$ cat src/rtl/pwrseq_pkg.sv
package pwrseq_pkg;

  typedef enum logic [3:0] {
    ST_G3     = 4'd0,
    ST_S5     = 4'd1,
    ST_S3     = 4'd2,
    ST_S0     = 4'd3,
    ST_DSW    = 4'd4,
    ST_SUSCLK = 4'd5,
    ST_AON    = 4'd6,
    ST_MEM    = 4'd7,
    ST_RAILS  = 4'd8,
    ST_CORE   = 4'd9,
    ST_GAP    = 4'd10
  } pwr_st_e;

  // microseconds to clock cycles, at least one cycle
  function automatic longint us_cycles(longint khz, longint us);
    longint c;
    c = (khz * us) / 64'sd1000;
    if (c < 1) c = 1;
    return c;
  endfunction

  // nanoseconds to clock cycles, rounded up, at least one cycle
  function automatic longint ns_cycles(longint khz, longint ns);
    longint c;
    c = (khz * ns + 64'sd999999) / 64'sd1000000;
    if (c < 1) c = 1;
    return c;
  endfunction

endpackage

$ cat src/rtl/pwrseq_timer.sv
module pwrseq_timer #(
  parameter int CNT_W = 8
) (
  input  logic             clk,
  input  logic             rst_n,
  input  logic             clr,
  output logic [CNT_W-1:0] cnt
);

  // cycles spent in the current step, saturating
  always_ff @(posedge clk or negedge rst_n) begin
    if (!rst_n)          cnt <= '0;
    else if (clr)        cnt <= '0;
    else if (cnt != '1)  cnt <= cnt + 1'b1;
  end

  p_clr_zero_r3: assert property (@(posedge clk) disable iff (!rst_n)
    clr |=> (cnt == '0));

endmodule

$ cat src/rtl/pwrseq_railmon.sv
module pwrseq_railmon #(
  parameter int NUM_RAILS = 6
) (
  input  logic [NUM_RAILS-1:0] rail_good,
  output logic                 aon_ok,
  output logic                 s3_ok,
  output logic                 s0_ok
);

  localparam int NGRP = 3;
  localparam logic [NUM_RAILS-1:0] AON_MASK = NUM_RAILS'(1);
  localparam logic [NUM_RAILS-1:0] S3_MASK  = NUM_RAILS'(3);
  localparam logic [NUM_RAILS-1:0] S0_MASK  = '1;

  logic [NGRP-1:0] grp_ok;

  for (genvar g = 0; g < NGRP; g++) begin : g_grp
    localparam logic [NUM_RAILS-1:0] M =
      (g == 0) ? AON_MASK : ((g == 1) ? S3_MASK : S0_MASK);
    assign grp_ok[g] = &(rail_good | ~M);
  end

  assign aon_ok = grp_ok[0];
  assign s3_ok  = grp_ok[1];
  assign s0_ok  = grp_ok[2];

endmodule

$ cat src/rtl/pwrseq_fsm.sv
module pwrseq_fsm
  import pwrseq_pkg::*;
#(
  parameter int CNT_W      = 8,
  parameter int DSW_LEN    = 10,
  parameter int SUSCLK_LEN = 5,
  parameter int CORE_LEN   = 20,
  parameter int GAP_LEN    = 2,
  parameter int TMO_LEN    = 16
) (
  input  logic             clk,
  input  logic             rst_n,
  input  logic [CNT_W-1:0] cnt,
  output logic             tmr_clr,
  input  logic             aon_ok,
  input  logic             s3_ok,
  input  logic             s0_ok,
  input  logic             chip_sleep3_n,
  input  logic             chip_sleep5_n,
  input  logic             lid_open,
  input  logic             throttle_req,
  input  logic             force_off,
  input  logic             power_on_req,
  output logic             dswell_ok,
  output logic             resume_rst_n,
  output logic             ddr_en,
  output logic             vs_en,
  output logic             core_en,
  output logic             tpad_en,
  output logic             tscrn_rst_n,
  output logic             lbar_rst_n,
  output logic             cpu_throttle,
  output logic             chipset_pwr_ok,
  output logic [3:0]       state_code
);

  localparam logic [CNT_W-1:0] DSW_LAST    = CNT_W'(DSW_LEN - 1);
  localparam logic [CNT_W-1:0] SUSCLK_LAST = CNT_W'(SUSCLK_LEN - 1);
  localparam logic [CNT_W-1:0] CORE_LAST   = CNT_W'(CORE_LEN - 1);
  localparam logic [CNT_W-1:0] GAP_LAST    = CNT_W'(GAP_LEN - 1);
  localparam logic [CNT_W-1:0] TMO_LAST    = CNT_W'(TMO_LEN - 1);

  pwr_st_e st_q, st_d;
  logic    rail_fail;

  // next step and rail-failure decision
  always_comb begin
    st_d      = st_q;
    rail_fail = 1'b0;
    unique case (st_q)
      ST_G3:     if (power_on_req) st_d = ST_DSW;
      ST_DSW:    if (cnt == DSW_LAST) st_d = ST_SUSCLK;
      ST_SUSCLK: if (cnt == SUSCLK_LAST) st_d = ST_S5;
      ST_S5: begin
        if (!power_on_req)      st_d = ST_G3;
        else if (chip_sleep5_n) st_d = ST_AON;
      end
      ST_AON: begin
        if (aon_ok) st_d = ST_MEM;
        else if (cnt == TMO_LAST) begin
          st_d = ST_S5; rail_fail = 1'b1;
        end
      end
      ST_MEM: begin
        if (s3_ok) st_d = ST_S3;
        else if (cnt == TMO_LAST) begin
          st_d = ST_S5; rail_fail = 1'b1;
        end
      end
      ST_S3: begin
        if (!s3_ok) begin
          st_d = ST_S5; rail_fail = 1'b1;
        end
        else if (chip_sleep3_n)  st_d = ST_RAILS;
        else if (!chip_sleep5_n) st_d = ST_S5;
      end
      ST_RAILS: begin
        if (s0_ok) st_d = ST_CORE;
        else if (cnt == TMO_LAST) begin
          st_d = ST_S3; rail_fail = 1'b1;
        end
      end
      ST_CORE: if (cnt == CORE_LAST) st_d = ST_S0;
      ST_S0: begin
        if (!s0_ok) begin
          st_d = ST_GAP; rail_fail = 1'b1;
        end
        else if (!chip_sleep3_n) st_d = ST_GAP;
      end
      ST_GAP:  if (cnt == GAP_LAST) st_d = ST_S3;
      default: st_d = ST_G3;
    endcase
  end

  assign tmr_clr    = (st_d != st_q);
  assign state_code = st_q;

  // output actions tied to each step change
  always_ff @(posedge clk or negedge rst_n) begin
    if (!rst_n) begin
      st_q           <= ST_G3;
      dswell_ok      <= 1'b0;
      resume_rst_n   <= 1'b0;
      ddr_en         <= 1'b0;
      vs_en          <= 1'b0;
      core_en        <= 1'b0;
      tpad_en        <= 1'b0;
      tscrn_rst_n    <= 1'b0;
      lbar_rst_n     <= 1'b0;
      cpu_throttle   <= 1'b0;
      chipset_pwr_ok <= 1'b0;
    end else begin
      st_q <= st_d;
      unique case (st_q)
        ST_DSW: if (st_d == ST_SUSCLK) begin
          dswell_ok    <= 1'b1;
          resume_rst_n <= 1'b1;
        end
        ST_S5: if (st_d == ST_G3) begin
          dswell_ok    <= 1'b0;
          resume_rst_n <= 1'b0;
        end
        ST_AON: if (st_d == ST_MEM) begin
          lbar_rst_n <= 1'b1;
          ddr_en     <= 1'b1;
        end
        ST_MEM: if (st_d == ST_S3) tpad_en <= 1'b1;
        ST_S3: begin
          if (st_d == ST_S3) tscrn_rst_n <= lid_open;
          else if (st_d == ST_RAILS) begin
            vs_en       <= 1'b1;
            tscrn_rst_n <= 1'b1;
          end else begin
            tpad_en     <= 1'b0;
            ddr_en      <= 1'b0;
            tscrn_rst_n <= 1'b0;
            lbar_rst_n  <= 1'b0;
          end
        end
        ST_RAILS: begin
          if (st_d == ST_CORE) core_en <= 1'b1;
          else if (st_d == ST_S3) begin
            tscrn_rst_n <= 1'b0;
            vs_en       <= 1'b0;
          end
        end
        ST_CORE: if (st_d == ST_S0) begin
          chipset_pwr_ok <= 1'b1;
          cpu_throttle   <= throttle_req;
        end
        ST_S0: begin
          if (st_d == ST_S0) cpu_throttle   <= throttle_req;
          else               chipset_pwr_ok <= 1'b0;
        end
        ST_GAP: if (st_d == ST_S3) begin
          core_en      <= 1'b0;
          cpu_throttle <= 1'b0;
          vs_en        <= 1'b0;
        end
        default: ;
      endcase
      if (rail_fail || force_off) begin
        dswell_ok    <= 1'b0;
        resume_rst_n <= 1'b0;
      end
    end
  end

  p_g3_hold_r2: assert property (@(posedge clk) disable iff (!rst_n)
    (st_q == ST_G3 && !power_on_req) |=> (st_q == ST_G3));

  p_mem_wait_rails_r4: assert property (@(posedge clk) disable iff (!rst_n)
    (st_q == ST_MEM) |-> (ddr_en && lbar_rst_n));

  p_lid_follow_r6: assert property (@(posedge clk) disable iff (!rst_n)
    (st_q == ST_S3 && st_d == ST_S3) |=> (tscrn_rst_n == $past(lid_open)));

  p_rollback_r8: assert property (@(posedge clk) disable iff (!rst_n)
    (st_q == ST_RAILS && st_d == ST_S3) |=> (!vs_en && !tscrn_rst_n && !dswell_ok));

  p_pwrok_s0_r9: assert property (@(posedge clk) disable iff (!rst_n)
    chipset_pwr_ok |-> (st_q == ST_S0));

  p_core_needs_vs_r10: assert property (@(posedge clk) disable iff (!rst_n)
    core_en |-> vs_en);

  p_force_off_r11: assert property (@(posedge clk) disable iff (!rst_n)
    force_off |=> (!dswell_ok && !resume_rst_n && st_q == $past(st_d)));

  p_throttle_s0_r12: assert property (@(posedge clk) disable iff (!rst_n)
    (st_q == ST_S0 && st_d == ST_S0) |=> (cpu_throttle == $past(throttle_req)));

endmodule

$ cat src/rtl/plat_pwr_seq.sv
module plat_pwr_seq #(
  parameter int NUM_RAILS   = 6,
  parameter int CLK_KHZ     = 50000,
  parameter int DSW_US      = 10000,
  parameter int SUSCLK_US   = 5000,
  parameter int CORE_US     = 99000,
  parameter int GAP_NS      = 40,
  parameter int RAIL_TMO_US = 2000
) (
  input  logic                 clk,
  input  logic                 rst_n,
  input  logic [NUM_RAILS-1:0] rail_good,
  input  logic                 chip_sleep3_n,
  input  logic                 chip_sleep5_n,
  input  logic                 lid_open,
  input  logic                 throttle_req,
  input  logic                 force_off,
  input  logic                 power_on_req,
  input  logic                 warn_in_n,
  output logic                 dswell_ok,
  output logic                 resume_rst_n,
  output logic                 ddr_en,
  output logic                 vs_en,
  output logic                 core_en,
  output logic                 tpad_en,
  output logic                 tscrn_rst_n,
  output logic                 lbar_rst_n,
  output logic                 cpu_throttle,
  output logic                 chipset_pwr_ok,
  output logic                 warn_ack_n,
  output logic [3:0]           state_code
);

  localparam longint DSW_C    = pwrseq_pkg::us_cycles(CLK_KHZ, DSW_US);
  localparam longint SUSCLK_C = pwrseq_pkg::us_cycles(CLK_KHZ, SUSCLK_US);
  localparam longint CORE_C   = pwrseq_pkg::us_cycles(CLK_KHZ, CORE_US);
  localparam longint GAP_C    = pwrseq_pkg::ns_cycles(CLK_KHZ, GAP_NS);
  localparam longint TMO_C    = pwrseq_pkg::us_cycles(CLK_KHZ, RAIL_TMO_US);
  localparam longint MAX_A    = (DSW_C > SUSCLK_C) ? DSW_C : SUSCLK_C;
  localparam longint MAX_B    = (CORE_C > TMO_C) ? CORE_C : TMO_C;
  localparam longint MAX_C    = (MAX_A > MAX_B) ? ((MAX_A > GAP_C) ? MAX_A : GAP_C)
                                                : ((MAX_B > GAP_C) ? MAX_B : GAP_C);
  localparam int     CNT_W    = $clog2(MAX_C + 1);

  logic [CNT_W-1:0] cnt;
  logic             tmr_clr;
  logic             aon_ok, s3_ok, s0_ok;

  // warning acknowledge is a plain pass-through
  assign warn_ack_n = warn_in_n;

  pwrseq_railmon #(.NUM_RAILS(NUM_RAILS)) u_railmon (
    .rail_good (rail_good),
    .aon_ok    (aon_ok),
    .s3_ok     (s3_ok),
    .s0_ok     (s0_ok)
  );

  pwrseq_timer #(.CNT_W(CNT_W)) u_timer (
    .clk   (clk),
    .rst_n (rst_n),
    .clr   (tmr_clr),
    .cnt   (cnt)
  );

  pwrseq_fsm #(
    .CNT_W      (CNT_W),
    .DSW_LEN    (int'(DSW_C)),
    .SUSCLK_LEN (int'(SUSCLK_C)),
    .CORE_LEN   (int'(CORE_C)),
    .GAP_LEN    (int'(GAP_C)),
    .TMO_LEN    (int'(TMO_C))
  ) u_fsm (
    .clk            (clk),
    .rst_n          (rst_n),
    .cnt            (cnt),
    .tmr_clr        (tmr_clr),
    .aon_ok         (aon_ok),
    .s3_ok          (s3_ok),
    .s0_ok          (s0_ok),
    .chip_sleep3_n  (chip_sleep3_n),
    .chip_sleep5_n  (chip_sleep5_n),
    .lid_open       (lid_open),
    .throttle_req   (throttle_req),
    .force_off      (force_off),
    .power_on_req   (power_on_req),
    .dswell_ok      (dswell_ok),
    .resume_rst_n   (resume_rst_n),
    .ddr_en         (ddr_en),
    .vs_en          (vs_en),
    .core_en        (core_en),
    .tpad_en        (tpad_en),
    .tscrn_rst_n    (tscrn_rst_n),
    .lbar_rst_n     (lbar_rst_n),
    .cpu_throttle   (cpu_throttle),
    .chipset_pwr_ok (chipset_pwr_ok),
    .state_code     (state_code)
  );

  p_warn_mirror_r13: assert property (@(posedge clk) disable iff (!rst_n)
    $stable(warn_in_n) |-> (warn_ack_n == $past(warn_in_n)));

endmodule

$ cat config.mk
export PLATFORM = sky130hd
export DESIGN_NAME = plat_pwr_seq
export DESIGN_NICKNAME = d
export VERILOG_FILES = /design/src/rtl/pwrseq_pkg.sv /design/src/rtl/pwrseq_timer.sv /design/src/rtl/pwrseq_railmon.sv /design/src/rtl/pwrseq_fsm.sv /design/src/rtl/plat_pwr_seq.sv
export SDC_FILE = /design/constraint.sdc
export NUM_CORES = 1
export LEC_CHECK = 0
export BUFFER_PORTS_ARGS = -buffer_cell sky130_fd_sc_hd__buf_2
export CAP_MARGIN = 20
export CORE_UTILIZATION = 30
export DETAILED_ROUTE_END_ITERATION = 16
export PLACE_DENSITY = 0.57
export SLEW_MARGIN = 40
export SYNTH_ARGS = -nofsm -noshare
export SYNTH_HDL_FRONTEND = slang
export SYNTH_HIERARCHICAL = 1
export SYNTH_SLANG_ARGS = --single-unit
$ cat constraint.sdc
create_clock -name clk -period 3.95 [get_ports clk]
set_clock_uncertainty 0.2 [all_clocks]
set_input_delay 0.5925 -clock clk [delete_from_list [all_inputs] [get_ports clk]]
set_output_delay 0.5925 -clock clk [all_outputs]
set_load 0.005 [all_outputs]
# --- After elaboration in Yosys (flattened, before gate mapping) ---
# Cells that the tools add are included.
totals:
  regBits: 35
  inputBits: 15
  out_inout_bits: 15
  wordCells: 125
classes:
  n_addsub: 1
  eq_ne: 37
  muxes: 54
  reduce_logical: 23
op_table:
  columns: ["operator", "count"]
  rows:
  - ["$mux 4", 17]
  - ["$mux 23", 2]
  - ["$pmux 4 s11", 1]
  - ["$mux 1", 25]
  - ["$eq 4x3->1 const B", 6]
  - ["$add 23x1->23 const B", 1]
  - ["$eq 23x1->1 const B", 1]
  - ["$eq 23x17->1 const B", 1]
  - ["$eq 23x18->1 const B", 1]
  - ["$eq 23x19->1 const B", 1]
  - ["$eq 23x23->1 const B", 1]
  - ["$ne 23x23->1 const B", 1]
  - ["$eq 4x4->1 const B", 5]
  - ["$eq 4x2->1 const B", 4]
  - ["$ne 2x1->1 const B", 8]
  - ["$reduce_and 3->1", 5]
  - ["$pmux 1 s2", 7]
  - ["$reduce_bool 2->1", 7]
  - ["$reduce_and 4->1", 3]
  - ["$logic_not 4->1", 2]
  - ["$ne 2x2->1 const B", 4]
  - ["$ne 3x1->1 const B", 2]
  - ["$reduce_and 6->1", 1]
  - ["$reduce_bool 3->1", 2]
  - ["7 further kinds", 7]

# --- Depth between registers and ports, before layout ---
logic_depth:
  depth_word: 8
  depth_mapped: 14
  depth_no_buf: 11

# --- Cells and area by module ---
# Netlist, hierarchy kept.
modules_own_cells:
  columns: ["mod", "n_inst", "cells_each", "area_each_um2", "seq_area_each_um2"]
  rows:
  - ["pwrseq_timer", 1, 149, 1465.2, 575.6]
  - ["pwrseq_fsm", 1, 166, 1266.2, 300.3]
  - ["pwrseq_railmon", 1, 5, 25.0, 0.0]
  - ["plat_pwr_seq", 1, 1, 7.5, 0.0]

# --- Least setup slack after synthesis ---
# OpenSTA, ideal clock, no wires.
synth_path:
  path_kind: "input -> register"
  from: "in rail_good[0]"
  to: "reg u_timer.cnt[12]"
  setup_ps: 138
  arrival_time_ps: 2891
  required_time_ps: 3612
  setup_slack_ps: 722
  path_stages: 13
  n_path_buf: 4
  path_cell_list: "nand2_1 > inv_1 > clkbuf_1 > and3b_1 > nor3_1 > o32ai_1 > or4b_1 > clkbuf_1 > xnor2_1 > o211ai_1 > clkbuf_1 > clkbuf_1 > a211oi_1"
synth_via:
  elab_chain_len: 5
  word_cells_on_any_way: 11
  cone_classes: "eq/ne (1); mux (7); reduce/logical (3)"
synth_rtl:
  columns: ["element", "line", "text"]
  rows:
  - ["from (decl)", "plat_pwr_seq.sv:12", "input logic [NUM_RAILS-1:0] rail_good,"]
  - ["$reduce_and 2->1 (*)", "pwrseq_railmon.sv:20", "assign grp_ok[g] = &(rail_good | ~M);"]
  - ["via s3_ok", "plat_pwr_seq.sv:47", "logic aon_ok, s3_ok, s0_ok;"]
  - ["$mux 4 (on tied branches)", "pwrseq_fsm.sv:71, pwrseq_fsm.sv:65", null]
  - ["$pmux 4 s11 (*)", "pwrseq_fsm.sv:50", "unique case (st_q)"]
  - ["via u_fsm.st_d[1]", "pwrseq_fsm.sv:43", "pwr_st_e st_q, st_d;"]
  - ["$ne 4x4->1 (*)", "pwrseq_fsm.sv:95", "assign tmr_clr = (st_d != st_q);"]
  - ["via tmr_clr", "plat_pwr_seq.sv:46", "logic tmr_clr;"]
  - ["$mux 23 or $reduce_bool 2->1 (tied branches)", null, null]
  - ["to (signal assigned)", "pwrseq_timer.sv:14", "else if (cnt != '1) cnt <= cnt + 1'b1;"]
  - ["to (decl)", "pwrseq_timer.sv:7", "output logic [CNT_W-1:0] cnt"]
# Mark *: on every way through the listed nets, which the timed path passes. The rest lies on a longest branch.
# A chain may end at the register's enable or synchronous reset.

# --- Worst setup path after layout ---
layout_path:
  from: "reg u_fsm.st_q[1], in the netlist u_fsm/state_code[1]"
  to: "reg u_timer.cnt[9]"
layout_via:
  elab_chain_len: 6
  word_cells_on_any_way: 32
  cone_classes: "eq/ne (11); mux (19); reduce/logical (2)"
layout_rtl:
  columns: ["element", "line", "text"]
  rows:
  - ["from (decl)", "pwrseq_fsm.sv:43", null]
  - ["from (signal assigned)", "pwrseq_fsm.sv:113", "st_q <= st_d;"]
  - ["$mux 4", "pwrseq_fsm.sv:75", "else if (!chip_sleep5_n) st_d = ST_S5;"]
  - ["$mux 4", "pwrseq_fsm.sv:74", "else if (chip_sleep3_n) st_d = ST_RAILS;"]
  - ["$mux 4", "pwrseq_fsm.sv:71", "if (!s3_ok) begin"]
  - ["$pmux 4 s11", "pwrseq_fsm.sv:50", null]
  - ["$ne 4x4->1 (*)", "pwrseq_fsm.sv:95", null]
  - ["via tmr_clr", "plat_pwr_seq.sv:46", null]
  - ["$mux 23 or $reduce_bool 2->1 (tied branches)", null, null]
# Marks and branches as above.

==> metrics.md <==
| Metric | Value |
|---|---|
| Status | `complete, but fails checks` |
| Failing checks | `DRC` |
| Post-synth EDFFs | `0` |
| Peak fanout along the critical path | `33` |
| Syn_area_per_cell | `8.610 sq um` |
| Leakage | `0.001203 uW` |
| TritonRoute pass-1 iters | `11` |
| Synth Flop Type | `dfrtp_1` |
| Routed Antenna Nets | `0` |
| Final Hold Vio Count | `0` |
| Slowest stage delay, CP | `0.77 ns` |
| Cts bufs inserted | `5` |
| Synth-to-Final Area Change | `10.05%` |
| CP Capture Type | `flip-flop` |
| RSZ-0062 raised after global routing | `false` |
| Worst-Margin Slew | `0.6659 ns` |
| Post-synth top area cell | `dfrtp_1` |
| CTS tree | `yes` |
| Final Critical Period | `3.417 ns` |
| FF+latch area | `875.8 sq um` |
| Core ar. | `8806 sq um` |
| Initial antenna violation count | `0` |
| Die area | `9601 sq um` |
| Worst setup margin | `0.5332 ns` |
| Worst path buffer plus inverter count | `2` |
| Yosys warning count | `6` |
| CTS H-Tree Depth | `2` |
| Port-buffer cells | `27` |
| Hold Path Class | `in -> async` |
| Met2 Resource Use GR | `25.03%` |
| Pin count of the biggest net entering global routing | `36` |
| Final TNS setup | `0 ns` |
| Max_cap viols | `0` |
| Syn_nets | `337` |
| Sequential share of the synthesized area | `31.69%` |
| Die Y | `97.99 um` |
| Drc violations | `6` |
| Max-slew violation count | `0` |
| Final setup fails | `0` |
| Core Rows | `34` |
| Peak VDD IR | `205.4 uV` |
| Vias | `2597` |
| Post-synth ARST share | `100.0%` |
| CTS Buffer Depth | `2` |
| Clk sinks | `35` |
| Crit path DAT | `3.39 ns` |
| Number of distinct library cells after synthesis | `68` |
| Root buffer cell | `clkbuf_8` |
| Die Wd | `97.99 um` |
| Max transition margin | `55.61%` |
| Post-CTS setup buffers | `0` |
| Final core utilization | `34.54%` |
| Crit-path slowest cell | `dfrtp_1` |
| Met1 Usage GRT | `21.97%` |
| Fin nets | `353` |
| GRT busiest layer | `met2` |
| Hold buffer count at cts | `0` |
| Reg clk slew, reported paths | `0.07 ns` |
| First-pass GRT wire length | `12510 um` |
| Initial Utilization | `31.39%` |
| Synth area leaders | `dfrtp_1 32%, nand3_1 4.0%, nor2b_1 3.6%` |
| Setup slack after placement | `0.5099 ns` |
| Critical path cell sequence | `inv_1 -> a41oi_1 -> o32ai_1 -> or4b_1 -> xnor2_1 -> o211ai_1 -> buf_4 -> nor2_1 -> mux2_1` |
| Fmax | `292.7 MHz` |
| Iteration-0 DRC Markers | `165` |
| Power Total | `1370 uW` |
| Post_cts resized | `0` |
| Vias in the first global route | `2445` |
| GP Congestion | `0.8584` |
| Post-DR wirelength/cell | `16.67 um` |
| FF+latch count, synth | `35` |
| Fillers | `920` |
| PD cells | `450.4 nW/um^2` |
| Cell count after synthesis | `321` |
| Largest delay share family, worst path | `flip-flops` |
| Final period utilization | `86.50%` |
| Ratio of cells with drive above 1 in the final layout | `20.71%` |
| # IOs | `30` |
| HPWL Detailed | `5320 um` |
| Drt total wl | `7437 um` |
| All-layer global routing usage | `15.96%` |
| Critical Path Start Type | `flip-flop` |
| Via/cell ratio | `5.823` |
| Mapped Area | `2764 sq um` |
| Req. time, crit path | `3.92 ns` |
| Top-area cell type share of the netlist area | `31.69%` |
| Worst-Skew Late Latency | `0.29 ns` |
| Gr ovfl total | `0` |
| Area of the multi-input gates | `1707 sq um` |
| Critical path class | `reg -> reg` |
| Met3 Track Usage GR | `2.792%` |
| Ant. Diodes | `0` |
[cell type report]
cell class / count / share of cell area [%]
inverters: 10 / 1.234
well taps: 108 / 4.443
flip-flops and latches: 35 / 28.79
clock buffers: 8 / 3.291
repair buffers: 33 / 6.129
multi-input cells: 252 / 56.11
[synth_stat cells, drive strengths merged (3+ instances only)]
cell type,number
o21ai,6
o31ai,8
nand2,26
a21oi,20
and4,5
nor3,12
a41oi,3
nand3,25
a31oi,6
or4b,3
nor4,9
o211ai,3
nor2b,16
nand2b,4
mux2,9
dfrtp,35
nor4b,5
or3,4
buf,17
or4,11
nand4,12
clkbuf,7
a211oi,6
inv,10
nor2,21
and3,5
[routing by layer]
metal,routed length (um),vias up,part of all wire [%]
met4,112,0,1.5
li1,-,1256,-
met3,331,13,4.5
met1,3598,1261,48
met5,0,-,0
met2,3395,67,46
[logic make-up (layout without fill, tap and decap cells)]
| kind of cell | count (synthesis) | in the layout | synth area share [%] |
|---|---|---|---|
| flip-flops | 35 | 35 | 31.69 |
| AND/OR/NAND/NOR | 166 | 166 | 37.21 |
| buffers and inverters | 34 | 51 | 6.564 |
| XOR/XNOR | 3 | 3 | 0.9508 |
| multiplexers | 11 | 11 | 4.798 |
| adder cells (fa/ha/maj) | 1 | 1 | 0.4526 |
| AO/OA/AOI/OAI | 71 | 71 | 18.34 |
[worst register-to-register path, delay by kind of cell (launching register included)]
| kind | cells | cell delay, ns |
|---|---|---|
| simple gates | 2 | 0.74 |
| flops | 1 | 0.77 |
| compound gates | 3 | 0.56 |
| mux | 1 | 0.30 |
| xor+xnor | 1 | 0.18 |
| buf+inv | 2 | 0.56 |
[layout by cell type, fill, tap and decap left out, types with 4 or more instances in the layout]
| cell | netlist | layout |
|---|---|---|
| dfrtp_1 | 35 | 35 |
| buf_2 | 7 | 26 |
| nand2_1 | 26 | 26 |
| nand3_1 | 22 | 22 |
| nor2_1 | 20 | 20 |
| a21oi_1 | 17 | 17 |
| nor2b_1 | 16 | 16 |
| nor3_1 | 12 | 12 |
| or4_1 | 11 | 11 |
| nand4_1 | 10 | 10 |
| inv_1 | 9 | 9 |
| o31ai_1 | 8 | 8 |
| clkbuf_8 | 0 | 7 |
| nor4_1 | 7 | 7 |
| buf_4 | 6 | 6 |
| a31oi_1 | 6 | 6 |
| o21ai_0 | 6 | 6 |
| and4_1 | 5 | 5 |
| a211oi_1 | 5 | 5 |
| mux2_2 | 5 | 5 |
| nand2b_1 | 4 | 4 |
| and3_1 | 4 | 4 |
| or3_1 | 4 | 4 |
| nor4b_1 | 4 | 4 |
[metrics by stage]
step | hold WS (ns) | instances | instance area (sq um)
finish | 0.03599 | 446 | 3042
CTS | 0.06392 | 446 | 3042
global route | 0.08239 | 446 | 3042
global placement | 0.2877 | 437 | 2928
detailed placement | 0.2827 | 438 | 2942
floorplan | 0.09691 | 321 | 2764
[report_power, final]
group | switching (uW) | internal [uW] | leakage [uW]
Combinational | 380 | 231 | 0.000686
Sequential | 70.8 | 396 | 0.000466
Clock | 133 | 159 | 0.0000515
[state kept, by name, summed over array words and instances (netlist names)]
name	count
u_fsm/core_en	1
u_fsm/resume_rst_n	1
u_fsm/vs_en	1
u_fsm/tscrn_rst_n	1
u_fsm/cpu_throttle	1
u_fsm/chipset_pwr_ok	1
u_fsm/lbar_rst_n	1
u_fsm/state_code	4
u_timer/cnt	23
u_fsm/tpad_en	1
[worst paths after layout]
kind                       slack, ns              endpoint  cells after the start                  from
min in group clk                0.29  u_fsm/chipset_pwr_ok                      1  u_fsm/chipset_pwr_ok
min reg2reg                     0.29  u_fsm/chipset_pwr_ok                      1  u_fsm/chipset_pwr_ok
max                             0.53        u_timer/cnt[9]                      9   u_fsm/state_code[1]
min                             0.04      u_fsm/lbar_rst_n                      1                 rst_n
max reg2reg                     0.53        u_timer/cnt[9]                      9   u_fsm/state_code[1]
max in group asynchronous       3.16     u_fsm/tscrn_rst_n                      1                 rst_n
Note: power is estimated with default switching activity, not from simulation.
